File: src/rtl/bsc_pkg.sv
package bsc_pkg;
  typedef enum logic [1:0] {
    FOP_NONE  = 2'd0,
    FOP_READ  = 2'd1,
    FOP_WRITE = 2'd2,
    FOP_ERASE = 2'd3
  } fop_e;

  typedef enum logic [1:0] {
    SQ_IDLE,
    SQ_READ,
    SQ_ERASE,
    SQ_WRITE
  } seq_st_e;
endpackage

File: src/rtl/bsc_lru.sv
module bsc_lru #(
  parameter int NUM_SLOTS = 2,
  parameter int SW        = 1
) (
  input  logic          clk,
  input  logic          rst_n,
  input  logic          touch_en,
  input  logic [SW-1:0] touch_slot,
  output logic [SW-1:0] lru_slot
);
  // Each slot carries an age rank; 0 is most recent, NUM_SLOTS-1 is least.
  logic [SW-1:0]        age_q [NUM_SLOTS];
  logic [NUM_SLOTS-1:0] oldest_hot;

  for (genvar i = 0; i < NUM_SLOTS; i++) begin : g_age
    always_ff @(posedge clk) begin
      if (!rst_n) begin
        age_q[i] <= SW'(i);
      end else if (touch_en) begin
        if (touch_slot == SW'(i))
          age_q[i] <= '0;
        else if (age_q[i] < age_q[touch_slot])
          age_q[i] <= age_q[i] + 1'b1;
      end
    end
    assign oldest_hot[i] = (age_q[i] == SW'(NUM_SLOTS - 1));
  end

  always_comb begin
    lru_slot = '0;
    for (int i = 0; i < NUM_SLOTS; i++)
      if (oldest_hot[i]) lru_slot = SW'(i);
  end

  // ranks remain a permutation, so exactly one slot is oldest
  p_one_oldest_r3: assert property (@(posedge clk) disable iff (!rst_n)
    $countones(oldest_hot) == 1);
  // a touched slot is never the least recent afterwards
  p_touch_mru_r3: assert property (@(posedge clk) disable iff (!rst_n)
    touch_en |=> (lru_slot != $past(touch_slot)));
endmodule

File: src/rtl/bsc_slot_store.sv
module bsc_slot_store #(
  parameter int NUM_SLOTS = 2,
  parameter int PAGES     = 64,
  parameter int BLK_W     = 16,
  parameter int SW        = 1,
  parameter int PGW       = 6
) (
  input  logic                             clk,
  input  logic                             rst_n,
  input  logic                             ld_en,
  input  logic [SW-1:0]                    ld_slot,
  input  logic [BLK_W-1:0]                 ld_block,
  input  logic [PAGES-1:0]                 ld_mask,
  input  logic                             clr_en,
  input  logic [SW-1:0]                    clr_slot,
  input  logic [BLK_W-1:0]                 lk_block,
  input  logic [PGW-1:0]                   lk_page,
  output logic                             lk_hit,
  output logic [SW-1:0]                    lk_slot,
  output logic [NUM_SLOTS-1:0]             vld,
  output logic [NUM_SLOTS-1:0][BLK_W-1:0]  blk,
  output logic [NUM_SLOTS-1:0][PAGES-1:0]  msk
);
  logic [NUM_SLOTS-1:0] hit_vec;

  for (genvar i = 0; i < NUM_SLOTS; i++) begin : g_slot
    always_ff @(posedge clk) begin
      if (!rst_n) begin
        vld[i] <= 1'b0;
        blk[i] <= '0;
        msk[i] <= '0;
      end else if (ld_en && ld_slot == SW'(i)) begin
        vld[i] <= 1'b1;
        blk[i] <= ld_block;
        msk[i] <= ld_mask;
      end else if (clr_en && clr_slot == SW'(i)) begin
        vld[i] <= 1'b0;
        msk[i] <= '0;
      end
    end
    assign hit_vec[i] = vld[i] && (blk[i] == lk_block) && msk[i][lk_page];
  end

  always_comb begin
    lk_hit  = |hit_vec;
    lk_slot = '0;
    for (int i = NUM_SLOTS - 1; i >= 0; i--)
      if (hit_vec[i]) lk_slot = SW'(i);
  end

  // a block address lives in at most one slot, so at most one hit
  p_single_hit_r2: assert property (@(posedge clk) disable iff (!rst_n)
    $countones(hit_vec) <= 1);
  // a load leaves the slot occupied
  p_load_sets_r11: assert property (@(posedge clk) disable iff (!rst_n)
    ld_en |=> vld[$past(ld_slot)]);
  // a release leaves the slot empty
  p_clear_frees_r10: assert property (@(posedge clk) disable iff (!rst_n)
    (clr_en && !ld_en) |=> !vld[$past(clr_slot)]);
endmodule

File: src/rtl/bsc_flush_seq.sv
module bsc_flush_seq
  import bsc_pkg::*;
#(
  parameter int PAGES = 64,
  parameter int BLK_W = 16,
  parameter int SW    = 1,
  parameter int PGW   = 6
) (
  input  logic             clk,
  input  logic             rst_n,
  input  logic             start,
  input  logic [SW-1:0]    start_slot,
  input  logic [BLK_W-1:0] start_block,
  input  logic [PAGES-1:0] start_mask,
  input  logic [PAGES-1:0] live,
  input  logic             fc_done,
  output logic             fc_valid,
  output fop_e             fc_op,
  output logic [BLK_W-1:0] fc_block,
  output logic [PGW-1:0]   fc_page,
  output logic             busy,
  output logic             fin,
  output logic [SW-1:0]    slot_q
);
  localparam logic [PGW-1:0] LAST_PG = PGW'(PAGES - 1);

  // Lowest set bit of a page mask; the merge walks pages upward.
  function automatic logic [PGW-1:0] lowest_page(input logic [PAGES-1:0] m);
    lowest_page = '0;
    for (int i = PAGES - 1; i >= 0; i--)
      if (m[i]) lowest_page = PGW'(i);
  endfunction

  // Pages to fetch: absent from the slot yet still live in flash.
  function automatic logic [PAGES-1:0] merge_set(input logic [PAGES-1:0] slot_m,
                                                 input logic [PAGES-1:0] live_m);
    merge_set = live_m & ~slot_m;
  endfunction

  seq_st_e          st_q;
  logic [PAGES-1:0] pend_q, need_q;
  logic             full_q;
  logic [PGW-1:0]   wpage_q;
  logic [PGW-1:0]   rd_page;
  logic [PAGES-1:0] rd_bit;
  logic [PAGES-1:0] start_need;

  assign rd_page    = lowest_page(pend_q);
  assign rd_bit     = {{(PAGES-1){1'b0}}, 1'b1} << rd_page;
  assign start_need = merge_set(start_mask, live);

  always_ff @(posedge clk) begin
    if (!rst_n) begin
      st_q     <= SQ_IDLE;
      pend_q   <= '0;
      need_q   <= '0;
      full_q   <= 1'b0;
      wpage_q  <= '0;
      fc_block <= '0;
      slot_q   <= '0;
    end else begin
      case (st_q)
        SQ_IDLE: if (start) begin
          fc_block <= start_block;
          slot_q   <= start_slot;
          pend_q   <= start_need;
          need_q   <= start_need;
          full_q   <= &start_mask;
          wpage_q  <= '0;
          st_q     <= (|start_need) ? SQ_READ : SQ_ERASE;
        end
        SQ_READ: if (fc_done) begin
          pend_q <= pend_q & ~rd_bit;
          if ((pend_q & ~rd_bit) == '0) st_q <= SQ_ERASE;
        end
        SQ_ERASE: if (fc_done) begin
          wpage_q <= '0;
          st_q    <= SQ_WRITE;
        end
        SQ_WRITE: if (fc_done) begin
          if (wpage_q == LAST_PG) st_q <= SQ_IDLE;
          else                    wpage_q <= wpage_q + 1'b1;
        end
        default: st_q <= SQ_IDLE;
      endcase
    end
  end

  always_comb begin
    fc_valid = (st_q != SQ_IDLE);
    busy     = fc_valid;
    fin      = (st_q == SQ_WRITE) && fc_done && (wpage_q == LAST_PG);
    case (st_q)
      SQ_READ:  begin fc_op = FOP_READ;  fc_page = rd_page; end
      SQ_ERASE: begin fc_op = FOP_ERASE; fc_page = '0;      end
      SQ_WRITE: begin fc_op = FOP_WRITE; fc_page = wpage_q; end
      default:  begin fc_op = FOP_NONE;  fc_page = '0;      end
    endcase
  end

  // every read targets a page that needed merging
  p_read_needed_r5: assert property (@(posedge clk) disable iff (!rst_n)
    (fc_valid && fc_op == FOP_READ) |-> need_q[fc_page]);
  // merge reads move strictly upward
  p_read_ascend_r5: assert property (@(posedge clk) disable iff (!rst_n)
    (fc_op == FOP_READ && fc_done && st_q == SQ_READ && (pend_q & ~rd_bit) != '0)
      |=> (fc_op == FOP_READ && fc_page > $past(fc_page)));
  // the erase only follows once no merge read remains
  p_erase_after_merge_r6: assert property (@(posedge clk) disable iff (!rst_n)
    (fc_valid && fc_op == FOP_ERASE) |-> (pend_q == '0));
  // writes advance one page per completion
  p_write_step_r7: assert property (@(posedge clk) disable iff (!rst_n)
    (st_q == SQ_WRITE && fc_done && wpage_q != LAST_PG)
      |=> (fc_op == FOP_WRITE && fc_page == $past(fc_page) + 1'b1));
  // a full slot never causes a read
  p_full_noread_r8: assert property (@(posedge clk) disable iff (!rst_n)
    (fc_valid && fc_op == FOP_READ) |-> !full_q);
  // command held steady until its done pulse
  p_cmd_hold_r9: assert property (@(posedge clk) disable iff (!rst_n)
    (fc_valid && !fc_done) |=> (fc_valid && $stable(fc_op) && $stable(fc_page)
                                && $stable(fc_block)));
endmodule

File: src/rtl/bsc_block_space.sv
module bsc_block_space
  import bsc_pkg::*;
#(
  parameter int NUM_SLOTS = 2,
  parameter int PAGES     = 64,
  parameter int BLK_W     = 16,
  localparam int SW       = (NUM_SLOTS > 1) ? $clog2(NUM_SLOTS) : 1,
  localparam int PGW      = $clog2(PAGES)
) (
  input  logic             clk,
  input  logic             rst_n,
  input  logic             fill_en,
  input  logic             swap_en,
  input  logic [SW-1:0]    cmd_slot,
  input  logic [BLK_W-1:0] cmd_block,
  input  logic [PAGES-1:0] cmd_mask,
  output logic             hand_valid,
  output logic [BLK_W-1:0] hand_block,
  output logic [PAGES-1:0] hand_mask,
  input  logic             lk_en,
  input  logic [BLK_W-1:0] lk_block,
  input  logic [PGW-1:0]   lk_page,
  output logic             lk_hit,
  output logic [SW-1:0]    lk_slot,
  output logic [SW-1:0]    lru_slot,
  output logic [BLK_W-1:0] lru_block,
  input  logic             flush_req,
  input  logic [PAGES-1:0] flash_live,
  output logic             fc_valid,
  output logic [1:0]       fc_op,
  output logic [BLK_W-1:0] fc_block,
  output logic [PGW-1:0]   fc_page,
  input  logic             fc_done,
  output logic             busy,
  output logic             free_valid,
  output logic [SW-1:0]    free_slot
);
  logic [NUM_SLOTS-1:0]             slot_vld;
  logic [NUM_SLOTS-1:0][BLK_W-1:0]  slot_blk;
  logic [NUM_SLOTS-1:0][PAGES-1:0]  slot_msk;

  logic          seq_busy, seq_fin;
  logic [SW-1:0] seq_slot;
  fop_e          seq_op;
  logic          slot_ok, all_full, idle;
  logic          flush_go, swap_go, fill_go, ld_go;
  logic          touch_en;
  logic [SW-1:0] touch_slot;

  assign idle     = !seq_busy;
  assign all_full = &slot_vld;
  assign slot_ok  = ({1'b0, cmd_slot} < (SW + 1)'(NUM_SLOTS));
  assign flush_go = flush_req && idle && all_full;
  assign swap_go  = swap_en && idle && !flush_req && slot_ok && slot_vld[cmd_slot];
  assign fill_go  = fill_en && idle && !flush_req && !swap_en && slot_ok
                    && !slot_vld[cmd_slot];
  assign ld_go    = swap_go || fill_go;

  always_comb begin
    touch_en   = ld_go || (lk_en && lk_hit);
    touch_slot = ld_go ? cmd_slot : lk_slot;
  end

  bsc_slot_store #(
    .NUM_SLOTS(NUM_SLOTS), .PAGES(PAGES), .BLK_W(BLK_W), .SW(SW), .PGW(PGW)
  ) u_store (
    .clk(clk), .rst_n(rst_n),
    .ld_en(ld_go), .ld_slot(cmd_slot), .ld_block(cmd_block), .ld_mask(cmd_mask),
    .clr_en(seq_fin), .clr_slot(seq_slot),
    .lk_block(lk_block), .lk_page(lk_page), .lk_hit(lk_hit), .lk_slot(lk_slot),
    .vld(slot_vld), .blk(slot_blk), .msk(slot_msk)
  );

  bsc_lru #(.NUM_SLOTS(NUM_SLOTS), .SW(SW)) u_lru (
    .clk(clk), .rst_n(rst_n),
    .touch_en(touch_en), .touch_slot(touch_slot), .lru_slot(lru_slot)
  );

  assign lru_block = slot_blk[lru_slot];

  bsc_flush_seq #(.PAGES(PAGES), .BLK_W(BLK_W), .SW(SW), .PGW(PGW)) u_seq (
    .clk(clk), .rst_n(rst_n),
    .start(flush_go), .start_slot(lru_slot), .start_block(slot_blk[lru_slot]),
    .start_mask(slot_msk[lru_slot]), .live(flash_live),
    .fc_done(fc_done), .fc_valid(fc_valid), .fc_op(seq_op), .fc_block(fc_block),
    .fc_page(fc_page), .busy(seq_busy), .fin(seq_fin), .slot_q(seq_slot)
  );

  assign fc_op = seq_op;
  assign busy  = seq_busy;

  always_ff @(posedge clk) begin
    if (!rst_n) begin
      hand_valid <= 1'b0;
      hand_block <= '0;
      hand_mask  <= '0;
    end else begin
      hand_valid <= swap_go;
      if (swap_go) begin
        hand_block <= slot_blk[cmd_slot];
        hand_mask  <= slot_msk[cmd_slot];
      end
    end
  end

  always_comb begin
    free_valid = idle && !all_full;
    free_slot  = '0;
    for (int i = NUM_SLOTS - 1; i >= 0; i--)
      if (!slot_vld[i]) free_slot = SW'(i);
  end

  // an accepted flush raises busy on the next cycle
  p_flush_busy_r4: assert property (@(posedge clk) disable iff (!rst_n)
    flush_go |=> busy);
  // a flush is never started while a slot is empty
  p_flush_needs_full_r4: assert property (@(posedge clk) disable iff (!rst_n)
    ($rose(busy)) |-> $past(all_full));
  // last write completion frees the slot and ends busy
  p_fin_free_r10: assert property (@(posedge clk) disable iff (!rst_n)
    seq_fin |=> (!busy && free_valid));
  // a handback never coincides with flash activity
  p_swap_noflash_r11: assert property (@(posedge clk) disable iff (!rst_n)
    hand_valid |-> !fc_valid);
  // occupancy frozen while an eviction runs
  p_busy_frozen_r12: assert property (@(posedge clk) disable iff (!rst_n)
    (busy && !seq_fin) |=> $stable(slot_vld));
endmodule

File: config.mk
export PLATFORM = sky130hd
export DESIGN_NAME = bsc_block_space
export DESIGN_NICKNAME = d
export VERILOG_FILES = /design/src/rtl/bsc_pkg.sv /design/src/rtl/bsc_lru.sv /design/src/rtl/bsc_slot_store.sv /design/src/rtl/bsc_flush_seq.sv /design/src/rtl/bsc_block_space.sv
export SDC_FILE = /design/constraint.sdc
export NUM_CORES = 1
export LEC_CHECK = 0
export BUFFER_PORTS_ARGS = -buffer_cell sky130_fd_sc_hd__buf_2
export CAP_MARGIN = 20
export CORE_UTILIZATION = 45
export DETAILED_ROUTE_END_ITERATION = 6
export PLACE_DENSITY = 0.69
export SKIP_CTS_REPAIR_TIMING = 1
export SYNTH_ARGS = -nofsm -noshare
export SYNTH_HDL_FRONTEND = slang
export SYNTH_SLANG_ARGS = --single-unit
File: constraint.sdc
create_clock -name clk -period 4.18 [get_ports clk]
set_input_delay 0.836 -clock clk [delete_from_list [all_inputs] [get_ports clk]]
set_output_delay 0.836 -clock clk [all_outputs]
set_load 0.05 [all_outputs]
==> results.py, run 1 <==
metrics = {
    "worst_setup_path": {
        "startpoint_type": "primary input",
        "cp-end-kind": "output port",
        "critical_path_class": "in -> out",
        "cp_max_fo": 6,
        "critPathRequiredTime_ns": 3.34,
        "worstPathArrival_ns": 3.30,
    },
    "floorplan": {
        "rows": 73,
        "coreArea_um2": 39600,
        "die_area_um2": 40900,
        "die_h_um": 202,
        "die_x_um": 202,
        "initial_utilization_pct": 45.6,
        "io_pins": 302,
    },
    "detailed_routing": {
        "via_count": 18300,
        "routed_wl_um": 74100,
        "dr.pass1.iters": 7,
        "vias_per_cell": 6.31,
        "wl_met2_um": 33100,
        "postRouteAntennaNets": 0,
        "met3_length_um": 7510,
        "wl_per_cell_um": 25.5,
        "drt-initial-drc-count": 2338,
        "drcViolationCount": 0,
        "highest_layer": "met5",
        "m1WireLength_um": 30200,
    },
    "synthesis": {
        "yosys.cell_types.count": 80,
        "synthArstFlopShare_pct": 0,
        "syn_avg_cell_area_um2": 8.95,
        "synth-seq-area-share_pct": 37.1,
        "ys_ff_latch": 334,
        "synth_edf_count": 2,
        "yosys_warnings": 0,
        "synth_nets": 2197,
        "synth_area_um2": 18100,
        "ys.flop_type": "dfxtp_1",
        "synth_cells": 2018,
    },
    "timing": {
        "relSlewSlack_pct": 37.6,
        "final.setup.tns_ns": 0,
        "finalCritPeriodShare_pct": 98.8,
        "hold_slack_ns": 0.495,
        "clock_skew_ns": 0.0230,
        "rsz0062_at_grt": "no",
        "clock.fmax_mhz": 242,
        "maxSlewViolCount": 0,
        "setup_ws_ns": 0.0488,
        "period_needed_ns": 4.13,
        "setup_viol": 0,
        "hold_viol_final": 0,
        "worst_pin_slew_ns": 0.936,
    },
    "clock_network": {
        "cts_inserted_buffers": 38,
        "clk_latency_ns": 0.58,
        "root_buffer": "clkbuf_16",
        "cts_tree": "done",
        "path_clk_slew_ns": 0.05,
        "cts_buffer_depth": 3,
        "cts.sinks": 334,
        "h-tree-depth": 2,
    },
    "global_route": {
        "antenna_found_initial": 11,
        "grtUsageTotal_pct": 35.0,
        "grt_pass1_wl_um": 109000,
        "grt_max_degree": 161,
        "grt_overflow": 0,
        "grt_pass1_vias": 17100,
    },
    "finish": {
        "num-nets-final": 2520,
        "syn2layout_area_growth_pct": 23.3,
        "final_layout_size_suffix_gt1_share_pct": 24.8,
        "final_core_util_pct": 56.2,
    },
    "worst_hold_path": {
        "hp-class": "reg -> reg",
    },
    "pwr": {
        "leakage_nw": 10.2,
        "peakVddDrop_mv": 0.332,
        "p_per_area_nw_per_um2": 408,
        "finalPower_w": 0.00910,
    },
    "status": {
        "status": "finished clean",
    },
    "placement": {
        "dp_hpwl_um": 55000,
        "place_ws_ns": -0.104,
        "io_buffers": 301,
        "place_congestion": 1.01,
    },
    "job": {
        "drv_cap": 0,
    },
}
-- where the power goes --
| part | switching [W] | internal [W] |
|---|---|---|
| registers | 0.000114 | 0.00328 |
| logic | 0.00142 | 0.000743 |
| clock network | 0.00142 | 0.00212 |
| total | 0.00295 | 0.00614 |
-- sequential cells by signal (all words and copies together) (netlist names) --
name / cells
u_store.vld: 2
u_store.msk: 128
hand_valid: 1
u_seq.slot_q: 1
u_seq.fc_block: 16
u_lru.age_q: 2
hand_mask: 64
hand_block: 16
u_seq.wpage_q: 6
u_seq.pend_q: 64
u_store.blk: 32
u_seq.st_q: 2
-- logic make-up after synthesis --
kind of cell	count (synthesis)	synth area share, %
adder cells (fa/ha/maj)	5	0.346
flip-flops	334	37.1
AO/OA/AOI/OAI	540	22.0
buffers and inverters	181	3.84
AND/OR/NAND/NOR	701	19.7
multiplexers	222	15.3
XOR/XNOR	35	1.70
-- synthesized netlist by cell type, types with 27 or more instances --
| library cell | instances | area share [%] |
|---|---|---|
| o211a_1 | 82 | 4.5 |
| nand3_1 | 31 | 0.86 |
| nand2_1 | 262 | 5.4 |
| inv_1 | 27 | 0.56 |
| nor2_1 | 74 | 1.5 |
| a21boi_0 | 38 | 1.6 |
| a22oi_1 | 134 | 5.6 |
| o21ai_0 | 97 | 2.7 |
| clkbuf_1 | 126 | 2.6 |
| dfxtp_1 | 332 | 37 |
| a21oi_1 | 54 | 1.5 |
| xnor2_1 | 33 | 1.6 |
| mux4_2 | 42 | 5.2 |
| mux2i_1 | 164 | 9.1 |
| and2_1 | 50 | 1.7 |
| nor2b_1 | 170 | 5.9 |
| nand4_1 | 30 | 1.0 |
-- metal layers --
layer | vias to the layer above | GRT usage (%)
met5 | - | 0
met4 | 4 | 14.9
met3 | 187 | 7.38
met2 | 1161 | 53.3
met1 | 8910 | 47.7
li1 | 8048 | -
-- critical path: stages --
cell and delay, ns:
buf_4 0.16, buf_6 0.15, buf_4 0.11, mux4_2 0.48, mux4_2 0.53, mux4_2 0.54
nand4_1 0.15, buf_4 0.13, nor2b_4 0.05, buf_8 0.15
-- metrics by stage --
step                      instance area, um^2  std cells
after floorplan                         18100       2018
after global placement                  20800       2819
after detailed placement                20800       2819
after CTS                               22100       2884
after global routing                    22300       2898
final                                   22300       2900
-- cell usage in the layout, fill, tap and decap left out, types with 6 or more instances in the layout --
master	Yosys	layout
nand4_1	30	30
nand2b_1	6	6
a21boi_0	38	38
dfxtp_1	332	331
nand3_1	31	31
o21ai_0	97	97
or4_1	10	10
buf_4	1	122
a2bb2oi_1	9	9
mux4_2	42	42
diode_2	0	9
o31ai_1	10	10
nor4_1	19	18
a22o_1	6	6
mux2i_1	164	164
nor3_1	23	23
o211a_1	82	82
inv_1	27	27
nand2_1	262	262
mux2_2	16	16
o22ai_1	15	14
o21a_1	6	6
nor2_1	74	70
and2_1	50	48
nor2b_1	170	168
buf_2	2	295
a21oi_1	54	54
xnor2_1	33	33
clkbuf_16	0	41
buf_12	0	12
clkbuf_1	126	7
or3_1	7	7
a22oi_1	134	134
a31oi_1	24	23
-- worst paths after layout --
kind	from	end	slack, ns	cells after the start
hold reg to reg	hand_block[11]	hand_block[11]	0.49	1
setup / recovery	lk_page[0]	lk_slot	0.05	10
hold / removal	hand_block[11]	hand_block[11]	0.49	1
setup reg to reg	u_seq.pend_q[63]	u_seq.st_q[1]	0.14	13
-- area by class of cell --
cell class	instances	area, um^2
fillers	3675	17400
flip-flops and latches	334	6710
multi-input cells	1503	10700
diodes	9	22.5
clock inverters	14	230
well taps	525	657
clock buffers	51	1070
repair buffers	436	2740
inverters	28	105
Note: power is estimated with default switching activity, not from simulation.
==> run 2, diff against run 1 <==
- ABC_AREA: not set -> 1
- SKIP_CTS_REPAIR_TIMING: 1 -> not set
==> run 2 against run 1 <==
- the flow now finishes with violations (negative setup slack)
- combinational power rose to 3.0 times the previous value
- synthesized area rose by 1.4%
- sequential cell count did not move
- sequential share of layout area fell by 1.3 points
- worst hold slack got worse by 0.0042 ns
- register-to-register slack got worse by 1.1 ns
- via count rose by 17%
- global-route usage fell by 0.24 points
- largest cell class unchanged
==> results.py, run 2 <==
metrics = {
    "status": {
        "status": "finished with violations",
        "violations": "negative setup slack",
    },
    "synthesis": {
        "yosys.cell_types.count": 42,
        "ys_ff_latch": 334,
        "synth_area_um2": 18300,
        "synth_edf_count": 2,
        "synthArstFlopShare_pct": 0,
        "yosys-top-cells-count": "nand2_1 (476), inv_1 (401), nor2_1 (393)",
        "ys.flop_type": "dfxtp_1",
        "yosysMostFrequentCell": "nand2_1",
        "yosysTopAreaCellShare_pct": 36.3,
        "synth_nets": 3089,
        "syn_avg_cell_area_um2": 6.29,
        "yosys_warnings": 0,
        "synth_area_leaders": "dfxtp_1 (36%), a21oi_1 (11%), nand2_1 (9.8%)",
        "synth-seq-area-share_pct": 36.6,
        "synth_top_area_cell": "dfxtp_1",
        "synth_cells": 2910,
    },
    "worst_setup_path": {
        "slowest_delay_ns": 0.32,
        "startpoint_type": "flip-flop",
        "rr_endpoint": "u_seq.st_q[0]",
        "cp-startpoint": "u_seq.pend_q[62]",
        "worstReg2RegStart": "u_seq.pend_q[62]",
        "critical_path_class": "reg -> out",
        "reg2regPathDepth": 81,
        "crit_path_top_delay_cell": "dfxtp_2",
        "r2r_setup_slack_ns": -1.00,
        "cp-end-kind": "output port",
        "cp_max_fo": 2,
        "critPathRequiredTime_ns": 3.34,
        "worstPathArrival_ns": 4.45,
        "crit_top_cell": "nand2_1",
    },
    "worst_hold_path": {
        "min_path_cells": 2,
        "hp-class": "reg -> reg",
        "min_to": "u_seq.fc_block[9]",
        "hold_start": "u_seq.fc_block[9]",
    },
    "placement": {
        "dpl_cell_area_um2": 21100,
        "dp_hpwl_um": 51900,
        "place_congestion": 1.03,
        "io_buffers": 301,
    },
    "job": {
        "drv_cap": 0,
    },
    "clock_network": {
        "h-tree-depth": 2,
        "hold_buffers": 0,
        "cts_inserted_buffers": 40,
        "cts_tree": "done",
        "path_clk_slew_ns": 0.06,
        "root_buffer": "clkbuf_16",
        "cts_buffer_depth": 3,
        "clk_latency_ns": 0.58,
        "cts.sinks": 334,
    },
    "global_route": {
        "grt_pass1_vias": 19300,
        "grt_pass1_wl_um": 112000,
        "grt_overflow": 0,
        "grtUsageTotal_pct": 34.7,
        "grt_max_degree": 197,
        "antenna_found_initial": 5,
    },
    "pwr": {
        "peakVddDrop_mv": 0.647,
        "finalPower_w": 0.0139,
        "leakage_nw": 9.93,
        "p_per_area_nw_per_um2": 596,
    },
    "timing": {
        "relSlewSlack_pct": 26.7,
        "hold_viol_final": 0,
        "rsz0062_at_grt": "yes",
        "worst_pin_slew_ns": 1.10,
        "finalCritPeriodShare_pct": 126,
        "period_needed_ns": 5.29,
        "clock.fmax_mhz": 189,
        "maxSlewViolCount": 0,
        "setup_ws_ns": -1.11,
        "setup_viol": 68,
        "hold_slack_ns": 0.490,
        "clock_skew_ns": 0.0305,
    },
    "floorplan": {
        "die_area_um2": 41500,
        "rows": 73,
        "coreArea_um2": 39900,
        "initial_utilization_pct": 45.9,
        "io_pins": 302,
        "die_x_um": 204,
        "die_h_um": 204,
    },
    "detailed_routing": {
        "postRouteAntennaNets": 0,
        "vias_per_cell": 5.65,
        "drt-initial-drc-count": 2653,
        "dr.pass1.iters": 7,
        "routed_wl_um": 74100,
        "drcViolationCount": 0,
        "wl_per_cell_um": 19.5,
        "via_count": 21400,
    },
    "finish": {
        "num-nets-final": 3411,
        "final_layout_size_suffix_gt1_share_pct": 20.9,
        "layout_common_cells": "nand2_1 (430), inv_1 (399), nor2_1 (386)",
        "largest_reg_flops": 128,
        "top_register": "u_store.msk",
        "reg_top3": "u_store.msk: 128 flops, hand_mask: 64 flops, u_seq.pend_q: 64 flops",
        "final_common_cell": "nand2_1",
        "fin_area_um2": 23300,
        "syn2layout_area_growth_pct": 27.4,
        "final_core_util_pct": 58.4,
    },
}
[run 2: cell types whose count changed in the layout (fill, tap and decap cells not counted), sizes merged, moves of 90 or more]
cell   previous run  this run
inv              29       404
nand3            31       170
nor2b           170         0
nand2           262       481
nor2             76       405
o21ai            98       271
o22ai            15       105
mux2i           164         0
a22oi           134         0
a21oi            55       385
[run 2: worst max-delay path by stage]
stage               endpoint  cells after the start
3_5_place_dp   u_seq.st_q[1]                     77
6_report          fc_page[0]                     67
3_3_place_gp   u_seq.st_q[0]                     78
2_1_floorplan     fc_page[0]                     64
4_1_cts           fc_page[0]                     67
5_1_grt           fc_page[0]                     67
[run 2: layer usage]
| layer | wire, um | GRT usage (%) | up-vias |
|---|---|---|---|
| li1 | - | - | 10200 |
| met2 | 32300 | 52.1 | 1073 |
| met1 | 32600 | 50.0 | 9958 |
| met3 | 6570 | 4.79 | 161 |
| met5 | 43 | 0 | - |
| met4 | 2610 | 13.6 | 6 |
[run 2: timing repair]
action	CTS	global route
buffers inserted	14	15
resized for setup	93	90
gates cloned	0	0
pin swaps	25	72
endpoints found under the setup margin	68	68
[run 2: cell type report]
type	instances	area, um^2
multi-input cells	1972	9890
repair buffers	476	3150
flip-flops and latches	334	6710
clock buffers	55	1160
diodes	3	7.51
clock inverters	16	208
inverters	408	1540
fillers	3884	16600
well taps	525	657
[run 2: worst max-delay path, delay by kind of cell (launching register included)]
kind | cells | cell delay [ns]
AOI/OAI and AO/OA | 1 | 0.12
DFF | 1 | 0.32
and+or+nand+nor | 63 | 3.11
buffers and inverters | 3 | 0.33
[run 2: cells by family after synthesis]
logic type               Yosys count  synth area share (%)
adder cells (fa/ha/maj)            5                 0.342
buffers and inverters            604                  12.4
AND/OR/NAND/NOR                 1115                  25.1
AO/OA/AOI/OAI                    841                  25.0
flip-flops                       334                  36.6
XOR/XNOR                          11                 0.526
[run 2: through the flow]
stage                     std cells  setup TNS [ns]  setup slack [ns]
after detailed placement       3690          -21.78            -0.857
after global placement         3689          -21.73            -0.835
after floorplan                2910          -0.158           -0.0858
after global routing           3788          -77.72             -1.78
after CTS                      3773          -28.23             -1.14
final                          3789          -29.30             -1.11
[run 2: power breakdown]
part	switching [W]	internal [W]	total, W	leakage, nW
registers	0.000198	0.00347	0.00366	2.71
logic	0.00463	0.00195	0.00658	6.55
clock network	0.00145	0.00219	0.00364	0.659
